[src/rtl/plc_pkg.sv]
package plc_pkg;
  typedef enum logic [1:0] {
    PH_IDLE   = 2'd0,
    PH_LOAD   = 2'd1,
    PH_COMMIT = 2'd2,
    PH_PROG   = 2'd3
  } plc_phase_e;
endpackage

[src/rtl/plc_strobe.sv]
// Frames one bus write cycle from the synchronised strobes.
module plc_strobe #(
  parameter int OFFS_W = 7,
  parameter int DATA_W = 8
) (
  input  logic              clk,
  input  logic              rst_n,
  input  logic              ce_n,
  input  logic              we_n,
  input  logic              oe_n,
  input  logic [OFFS_W-1:0] offs_in,
  input  logic [DATA_W-1:0] din,
  input  logic              accept,
  output logic              start_ev,
  output logic              end_ev,
  output logic              cyc_open,
  output logic [OFFS_W-1:0] cyc_offs,
  output logic [DATA_W-1:0] cyc_data
);
  logic wr_on, wr_on_q;
  logic [DATA_W-1:0] din_q;

  assign wr_on = !ce_n && !we_n;
  // a fresh overlap of both strobes with output enable idle
  assign start_ev = accept && wr_on && oe_n && !wr_on_q && !cyc_open;
  // the first strobe release closes the cycle
  assign end_ev   = cyc_open && !wr_on;
  assign cyc_data = din_q;

  always_ff @(posedge clk or negedge rst_n) begin
    if (!rst_n) begin
      wr_on_q  <= 1'b0;
      cyc_open <= 1'b0;
      cyc_offs <= '0;
      din_q    <= '0;
    end else begin
      wr_on_q <= wr_on;
      din_q   <= din;
      if (start_ev) begin
        cyc_open <= 1'b1;
        cyc_offs <= offs_in;
      end else if (end_ev) begin
        cyc_open <= 1'b0;
      end
    end
  end
endmodule

[src/rtl/plc_page_buf.sv]
// Page data store with one loaded flag per offset.
module plc_page_buf #(
  parameter int OFFS_W = 7,
  parameter int DATA_W = 8,
  localparam int PAGE  = 1 << OFFS_W
) (
  input  logic              clk,
  input  logic              rst_n,
  input  logic              wr_en,
  input  logic [OFFS_W-1:0] wr_off,
  input  logic [DATA_W-1:0] wr_data,
  input  logic              clr,
  input  logic [OFFS_W-1:0] rd_off,
  output logic [DATA_W-1:0] rd_data,
  output logic [PAGE-1:0]   valid
);
  logic [DATA_W-1:0] mem [PAGE];

  assign rd_data = mem[rd_off];

  for (genvar g = 0; g < PAGE; g++) begin : g_slot
    logic hit;
    assign hit = wr_en && (wr_off == OFFS_W'(g));

    always_ff @(posedge clk) begin
      if (hit) mem[g] <= wr_data;
    end

    always_ff @(posedge clk or negedge rst_n) begin
      if (!rst_n)   valid[g] <= 1'b0;
      else if (clr) valid[g] <= 1'b0;
      else if (hit) valid[g] <= 1'b1;
    end
  end
endmodule

[src/rtl/plc_seq.sv]
// Phase sequencer: load window, ordered commit, programming timer.
module plc_seq
  import plc_pkg::*;
#(
  parameter int ADDR_W   = 17,
  parameter int DATA_W   = 8,
  parameter int OFFS_W   = 7,
  parameter int LOAD_WIN = 37500,
  parameter int PROG_CYC = 2500000,
  localparam int PAGE    = 1 << OFFS_W,
  localparam int PAGE_W  = ADDR_W - OFFS_W,
  localparam int CNT_MAX = (LOAD_WIN > PROG_CYC) ? LOAD_WIN : PROG_CYC,
  localparam int CNT_W   = $clog2(CNT_MAX + 1)
) (
  input  logic              clk,
  input  logic              rst_n,
  input  logic              start_ev,
  input  logic              end_ev,
  input  logic              cyc_open,
  input  logic [PAGE_W-1:0] start_page,
  input  logic [PAGE-1:0]   valid,
  input  logic [DATA_W-1:0] rd_data,
  output logic              accept,
  output logic              buf_wr,
  output logic              buf_clr,
  output logic [OFFS_W-1:0] rd_off,
  output logic              win_expire,
  output logic              prog_done,
  output logic              busy,
  output logic              page_err,
  output logic              cm_we,
  output logic [ADDR_W-1:0] cm_addr,
  output logic [DATA_W-1:0] cm_data
);
  plc_phase_e        ph;
  logic [CNT_W-1:0]  cnt;
  logic [PAGE_W-1:0] page_q;
  logic              drop_q;
  logic [PAGE-1:0]   pending;
  logic              page_hit, commit_go;

  // lowest pending offset goes next
  function automatic logic [OFFS_W-1:0] lowest_set(input logic [PAGE-1:0] m);
    logic [OFFS_W-1:0] r;
    r = '0;
    for (int i = PAGE - 1; i >= 0; i--) begin
      if (m[i]) r = OFFS_W'(i);
    end
    return r;
  endfunction

  assign accept     = (ph == PH_IDLE) || (ph == PH_LOAD);
  assign busy       = (ph == PH_COMMIT) || (ph == PH_PROG);
  assign page_hit   = (start_page == page_q);
  assign buf_wr     = (ph == PH_LOAD) && end_ev && !drop_q;
  // window closes after LOAD_WIN quiet cycles
  assign win_expire = (ph == PH_LOAD) && !start_ev && !end_ev && !cyc_open &&
                      (cnt == CNT_W'(LOAD_WIN - 1));
  assign commit_go  = (ph == PH_COMMIT) && (pending != '0);
  // programming timer end
  assign prog_done  = (ph == PH_PROG) && (cnt == CNT_W'(PROG_CYC - 1));
  assign buf_clr    = prog_done;
  assign rd_off     = lowest_set(pending);

  always_ff @(posedge clk or negedge rst_n) begin
    if (!rst_n) begin
      ph       <= PH_IDLE;
      cnt      <= '0;
      page_q   <= '0;
      drop_q   <= 1'b0;
      pending  <= '0;
      page_err <= 1'b0;
      cm_we    <= 1'b0;
      cm_addr  <= '0;
      cm_data  <= '0;
    end else begin
      cm_we <= 1'b0;
      case (ph)
        PH_IDLE: begin
          if (start_ev) begin
            page_q   <= start_page;
            page_err <= 1'b0;
            drop_q   <= 1'b0;
            cnt      <= '0;
            ph       <= PH_LOAD;
          end
        end
        PH_LOAD: begin
          if (start_ev) begin
            drop_q <= !page_hit;
            if (!page_hit) page_err <= 1'b1;
            cnt <= '0;
          end else if (end_ev) begin
            cnt <= '0;
          end else if (!cyc_open) begin
            if (win_expire) begin
              ph      <= PH_COMMIT;
              pending <= valid;
              cnt     <= '0;
            end else begin
              cnt <= cnt + 1'b1;
            end
          end
        end
        PH_COMMIT: begin
          if (commit_go) begin
            cm_we           <= 1'b1;
            cm_addr         <= {page_q, rd_off};
            cm_data         <= rd_data;
            pending[rd_off] <= 1'b0;
          end else begin
            ph  <= PH_PROG;
            cnt <= '0;
          end
        end
        default: begin
          if (prog_done) begin
            ph  <= PH_IDLE;
            cnt <= '0;
          end else begin
            cnt <= cnt + 1'b1;
          end
        end
      endcase
    end
  end
endmodule

[src/rtl/page_load_ctrl.sv]
module page_load_ctrl #(
  parameter int ADDR_W   = 17,
  parameter int DATA_W   = 8,
  parameter int OFFS_W   = 7,
  parameter int LOAD_WIN = 37500,
  parameter int PROG_CYC = 2500000,
  localparam int PAGE    = 1 << OFFS_W,
  localparam int PAGE_W  = ADDR_W - OFFS_W
) (
  input  logic              clk,
  input  logic              rst_n,
  input  logic              bus_ce_n,
  input  logic              bus_we_n,
  input  logic              bus_oe_n,
  input  logic [ADDR_W-1:0] bus_addr,
  input  logic [DATA_W-1:0] bus_din,
  output logic              busy,
  output logic              page_err,
  output logic              cm_we,
  output logic [ADDR_W-1:0] cm_addr,
  output logic [DATA_W-1:0] cm_data
);
  logic              start_ev, end_ev, cyc_open, accept;
  logic [OFFS_W-1:0] cyc_offs, rd_off;
  logic [DATA_W-1:0] cyc_data, rd_data;
  logic              buf_wr, buf_clr, win_expire, prog_done;
  logic [PAGE-1:0]   valid;

  plc_strobe #(.OFFS_W(OFFS_W), .DATA_W(DATA_W)) u_strobe (
    .clk(clk), .rst_n(rst_n),
    .ce_n(bus_ce_n), .we_n(bus_we_n), .oe_n(bus_oe_n),
    .offs_in(bus_addr[OFFS_W-1:0]), .din(bus_din), .accept(accept),
    .start_ev(start_ev), .end_ev(end_ev), .cyc_open(cyc_open),
    .cyc_offs(cyc_offs), .cyc_data(cyc_data)
  );

  plc_page_buf #(.OFFS_W(OFFS_W), .DATA_W(DATA_W)) u_buf (
    .clk(clk), .rst_n(rst_n),
    .wr_en(buf_wr), .wr_off(cyc_offs), .wr_data(cyc_data),
    .clr(buf_clr), .rd_off(rd_off), .rd_data(rd_data), .valid(valid)
  );

  plc_seq #(
    .ADDR_W(ADDR_W), .DATA_W(DATA_W), .OFFS_W(OFFS_W),
    .LOAD_WIN(LOAD_WIN), .PROG_CYC(PROG_CYC)
  ) u_seq (
    .clk(clk), .rst_n(rst_n),
    .start_ev(start_ev), .end_ev(end_ev), .cyc_open(cyc_open),
    .start_page(bus_addr[ADDR_W-1:OFFS_W]),
    .valid(valid), .rd_data(rd_data),
    .accept(accept), .buf_wr(buf_wr), .buf_clr(buf_clr), .rd_off(rd_off),
    .win_expire(win_expire), .prog_done(prog_done),
    .busy(busy), .page_err(page_err),
    .cm_we(cm_we), .cm_addr(cm_addr), .cm_data(cm_data)
  );
endmodule

[config.mk]
export PLATFORM = sky130hd
export DESIGN_NAME = page_load_ctrl
export DESIGN_NICKNAME = d
export VERILOG_FILES = /design/src/rtl/plc_pkg.sv /design/src/rtl/plc_strobe.sv /design/src/rtl/plc_page_buf.sv /design/src/rtl/plc_seq.sv /design/src/rtl/page_load_ctrl.sv
export SDC_FILE = /design/constraint.sdc
export NUM_CORES = 2
export LEC_CHECK = 0
export CORE_ASPECT_RATIO = 0.9
export CORE_MARGIN = 2
export CORE_UTILIZATION = 40
export DETAILED_ROUTE_END_ITERATION = 7
export GPL_TIMING_DRIVEN = 0
export SYNTH_ARGS = -nofsm -noshare
export SYNTH_HDL_FRONTEND = slang
export SYNTH_HIERARCHICAL = 1
export SYNTH_SLANG_ARGS = --single-unit
[constraint.sdc]
create_clock -name clk -period 4.9 [get_ports clk]
set_clock_uncertainty 0.2 [all_clocks]
set_input_delay 1.47 -clock clk [delete_from_list [all_inputs] [get_ports clk]]
set_output_delay 1.47 -clock clk [all_outputs]
set_load 0.05 [all_outputs]
; ---- Word-level counts from Yosys, hierarchy flattened
; Memories as Yosys holds them, arrays and structs flattened. A register that Yosys moved wholly into a read port is not among the register bits.
; Index checks and enable logic that the tools add are counted.
; Widths: inputs -> output; s select.
[op_classes]
muxes = 1055
n_eq_ne = 143
reduce_logical = 424
order_cmp = 2
addsub = 1
bitwise_logic = 2
[ops]
columns = op, n
row1 = $mux 7, 255
row2 = $mux 8, 127
row3 = $reduce_or 8->1, 127
row4 = $mux 1, 648
row5 = $mux 128, 5
row6 = $eq 7x7->1 const B, 64
row7 = $reduce_bool 2->1, 131
row8 = $pmux 128 s2, 1
row9 = $eq 7x6->1 const B, 32
row10 = $mux 22, 7
row11 = $logic_and 1x1->1, 143
row12 = $and 128x128->128, 1
row13 = $not 128->128, 1
row14 = $reduce_bool 128->1, 1
row15 = $eq 7x5->1 const B, 16
row16 = $pmux 22 s3, 1
row17 = $eq 7x4->1 const B, 8
row18 = $eq 7x3->1 const B, 4
row19 = $add 22x1->22 const B, 1
row20 = $eq 22x16->1 const B, 1
row21 = $eq 22x22->1 const B, 1
row22 = $eq 7x2->1 const B, 2
row23 = $mux 2, 7
row24 = $eq 10x10->1, 1
row25 = other kinds (21), 42
[word_totals]
ff_bits = 327
in_bits = 30
mem_count = 1
ram_bits = 1024
elab_cells = 1768
[memory_table]
columns = memory, depth, word_bits, rd, rd_clocked_by_memory_dff, wr, line
row1 = u_buf.mem, 128, 8, 1, 1, 1, plc_page_buf.sv:17  ; logic [DATA_W-1:0] mem [PAGE];

; ---- Logic depth before layout (Yosys ltp)
[depth]
depth_word = 137
mapped_depth = 15
mapped_depth_nobuf = 12

; ---- Cells and area by module
; The synthesis kept the hierarchy.
[by_module_without_submodules]
columns = module, cells_per_inst, instances, area_per_inst_um2
row1 = plc_page_buf, 2078, 1, 44136.1
row2 = plc_seq, 1067, 1, 10613.9
row3 = plc_strobe, 31, 1, 571.8

; ---- Least setup slack after synthesis
; OpenSTA, ideal clock, no wires.
[synth_timing]
kind = register to register
startpoint = register u_seq.pending[96]
endpoint = register u_seq.cm_data[0] (read register of u_buf.mem)
arrival_ns = 4.714
slack_ns = -0.138
path_stages_with_launch = 14
setup_ns = 0.125
n_path_buf = 2
path_cell_list = dfrtp_1 > nor2b_1 > or4_1 > o41a_1 > o311ai_2 > a21oi_2 > nor2_1 > clkbuf_1 > buf_1 > mux4_2 > mux4_2 > mux4_2 > mux2_2 > mux2_2
[synth_via]
elab_chain_cells = 97
word_cells_on_any_way = 100
[synth_rtl]
columns = element, line
row1 = from (decl), plc_seq.sv:39  ; logic [PAGE-1:0] pending;
row2 = from (signal assigned), plc_seq.sv:98  ; pending <= valid;
row3 = $mux 7 (97 in series), plc_seq.sv:47  ; if (m[i]) r = OFFS_W'(i);
row4 = net rd_off[0], page_load_ctrl.sv:24  ; logic [OFFS_W-1:0] cyc_offs, rd_off;
row5 = to (decl), plc_seq.sv:33  ; output logic [DATA_W-1:0] cm_data
; The timed path passes the listed nets, and every way through them passes these cells.
; A chain may end at the register's enable or synchronous reset.

; ---- Worst setup path after layout
[layout_timing]
startpoint = register u_seq.pending[75]
endpoint = register u_seq.cm_data[3] (read register of u_buf.mem)
[layout_via]
elab_chain_cells = 76
word_cells_on_any_way = 79
[layout_rtl]
columns = element, line
row1 = $mux 7 (76 in series), plc_seq.sv:47
row2 = net rd_off[2], page_load_ctrl.sv:24
; The timed path passes the listed nets, and every way through them passes these cells.

==> results.py <==
metrics = {
    "worst_setup_path": {
        "crit_family": "multiplexers",
        "arrival_ns": 5.71,
        "critical_path_buf_inv_count": 4,
        "cp-end-kind": "flop",
        "cp_data_required_time_ns": 5.33,
        "worstPathCellList": "or4_1, a2111o_1, a21oi_1, o211ai_1, buf_4, inv_1, buf_4, buf_4, mux4_2, mux4_2, mux4_2, mux2_4, mux2_2",
        "crit_type": "reg2reg",
        "critPathLaunchType": "flop",
        "slowest_stage": "or4_1",
        "crit_path_max_incr_delay_ns": 0.70,
        "cp_max_fo": 10,
    },
    "power_and_ir_drop": {
        "irDropWorstVdd_uv": 316,
        "leakage_nw": 21.8,
        "powerDensity_nw_per_um2": 391,
    },
    "sta": {
        "setup_viol": 8,
        "worst_slew_pin_slew_ns": 1.59,
        "max_freq_mhz": 190,
        "finalWorstSetupSlack_ns": -0.377,
        "fin_crit_ns": 5.28,
        "final_hold_viol_count": 0,
        "period_share": 1.08,
        "rsz0062_at_grt": "yes",
        "finalSetupTns_ns": -2.35,
        "relSlewSlack": -0.0653,
        "slew_violations": 8,
    },
    "floorplan": {
        "rows": 129,
        "die_h_um": 357,
        "start_util": 0.403,
        "io_pins": 58,
        "dieArea_um2": 141000,
        "fp.dieW_um": 396,
        "core_area_um2": 137000,
    },
    "clock_network": {
        "clkTransAtPathRegs_ns": 0.06,
        "cts_buffer_depth": 3,
        "root_buffer": "clkbuf_16",
        "clock-sinks": 1359,
        "cts-htree-levels": 4,
        "clk_latency_ns": 0.76,
        "tritoncts": "done",
        "cts_made_buffers": 146,
    },
    "route": {
        "vias": 31000,
        "drc": 0,
        "vias_per_cell": 5.77,
        "wl_mm": 148,
        "drtAntennaViolNets": 0,
        "dr.pass1.iters": 5,
        "initialDrtViolationCount": 3950,
        "wl_per_cell_um": 27.7,
    },
    "global_routing": {
        "use_met3": 0.0600,
        "grt_max_degree": 108,
        "use_met1": 0.307,
        "busiest_layer": "met1",
        "grt_util_met2": 0.306,
        "antenna_found_initial": 10,
        "grt_pass1_vias": 30500,
        "grt_pass1_wl_mm": 214,
        "track_usage": 0.210,
        "overflow": 0,
    },
    "final_layout": {
        "drive_gt1_frac": 0.226,
        "area_delta_synth_final_pct": 15.8,
        "instances_no_fill": 5364,
        "final_nets": 3450,
        "fillCellCount": 11600,
        "utilization": 0.467,
    },
    "synth": {
        "synth_warnings": 6,
        "synthCells": 3175,
        "syn-cell-area_um2": 55300,
        "syn_avg_cell_area_um2": 17.4,
        "syn_nets": 3211,
    },
    "placement": {
        "gp_congestion": 0.856,
        "dp_slack_ns": -2.13,
        "dp.cells": 5079,
        "port_buffers": 57,
        "post-dp-hpwl_mm": 97.4,
    },
    "min_path": {
        "hp-class": "reg2reg",
    },
    "run": {
        "cap_violations": 2,
    },
    "outcome": {
        "status": "finished, violations left",
        "violations": "max-capacitance violations, max-slew violations, negative setup slack",
    },
}
==> worst min-delay path, stage by stage (launching register included) <==
cell     delay, ns
dfrtp_1       0.34
nand2_1       0.05
nand2_1       0.06
==> power breakdown <==
| part | total, mW | internal [mW] | switching [mW] |
|---|---|---|---|
| clock network | 10.8 | 6.32 | 4.47 |
| registers | 12.7 | 12.5 | 0.195 |
| logic | 1.51 | 0.413 | 1.09 |
==> what timing repair did <==
action	CTS	global route
resized for setup	166	49
gates cloned	1	2
hold buffers	0	0
setup buffers	8	10
endpoints found under the setup margin	16	51
pin swaps	6	2
==> metal layers <==
layer	wire length [um]	share of wire
met1	63700	0.43
met2	65700	0.44
met3	15000	0.10
met4	4030	0.027
met5	18	0.00012
==> cell usage in the layout (no fill, tap or decap), types with 8 or more instances in the layout <==
master and instances:
edfxtp_1 1024, nor2_1 337, mux4_2 336, dfrtp_1 322, a21oi_1 278, clkbuf_16 152, mux2i_1 127, clkbuf_1 105
nand2_1 99, clkdlybuf4s50_1 56, o21ai_0 49, buf_4 38, nor4_1 36, inv_1 31, mux2_2 28, nor3_1 27
buf_2 26, nor2_2 22, or4_1 22, clkinv_1 18, buf_12 16, buf_16 15, nand2b_1 14, nand3_1 14
nor2b_1 14, and3_1 14, nand4_1 14, clkbuf_4 13, o31ai_1 13, clkinv_2 11, bufinv_16 11, buf_6 11
nand3b_1 10, o211ai_1 9, inv_6 8, clkbuf_8 8, and2_1 8, xnor2_1 8, dfrtp_4 8
==> state kept, by name, summed over array words and instances, names as in the netlist, 2 cells and up <==
| register | cells |
|---|---|
| u_strobe/cyc_offs | 7 |
| u_seq/ph | 2 |
| u_seq/page_q | 10 |
| u_seq/cm_data | 8 |
| u_buf/valid | 128 |
| u_seq/cnt | 22 |
| u_buf/mem | 1024 |
| u_strobe/cyc_data | 8 |
| u_seq/cm_addr | 17 |
| u_seq/pending | 128 |
==> metrics by stage <==
stage / area, um2 / total power, mW / hold slack [ns]
5_1_grt: 64100 / 25.9 / 0.308
3_3_place_gp: 58200 / 14.4 / 0.264
6_report: 64100 / 25.0 / 0.283
2_1_floorplan: 55300 / 13.8 / 0.251
4_1_cts: 63800 / 25.2 / 0.285
3_5_place_dp: 58600 / 14.5 / 0.266
==> final timing paths <==
kind                                   start                    to  slack [ns]  cells past startpoint
min                         u_seq/cm_addr[9]      u_seq/cm_addr[9]        0.28                      2
max                        u_seq/pending[75]      u_seq/cm_data[3]       -0.38                     13
max reg2reg                u_seq/pending[75]      u_seq/cm_data[3]       -0.38                     13
min reg2reg                 u_seq/cm_addr[9]      u_seq/cm_addr[9]        0.28                      2
min in group asynchronous              rst_n       u_buf/valid[84]        0.40                      1
max in group asynchronous              rst_n  u_strobe/cyc_data[4]        2.83                      3
==> final cells by class <==
| class | instances | area [um2] | share of cell area |
|---|---|---|---|
| antenna | 1 | 2.50 | 0.0000391 |
| buffer | 157 | 1200 | 0.0187 |
| clock buffer | 207 | 4030 | 0.0628 |
| clock inverter | 56 | 628 | 0.00980 |
| inverter | 32 | 128 | 0.00199 |
| multi-input combinational | 1626 | 15500 | 0.242 |
| sequential | 1359 | 39200 | 0.611 |
| tap | 1834 | 2290 | 0.0358 |
| timing repair buffer | 92 | 1140 | 0.0178 |
Note: power is estimated with default switching activity, not from simulation.
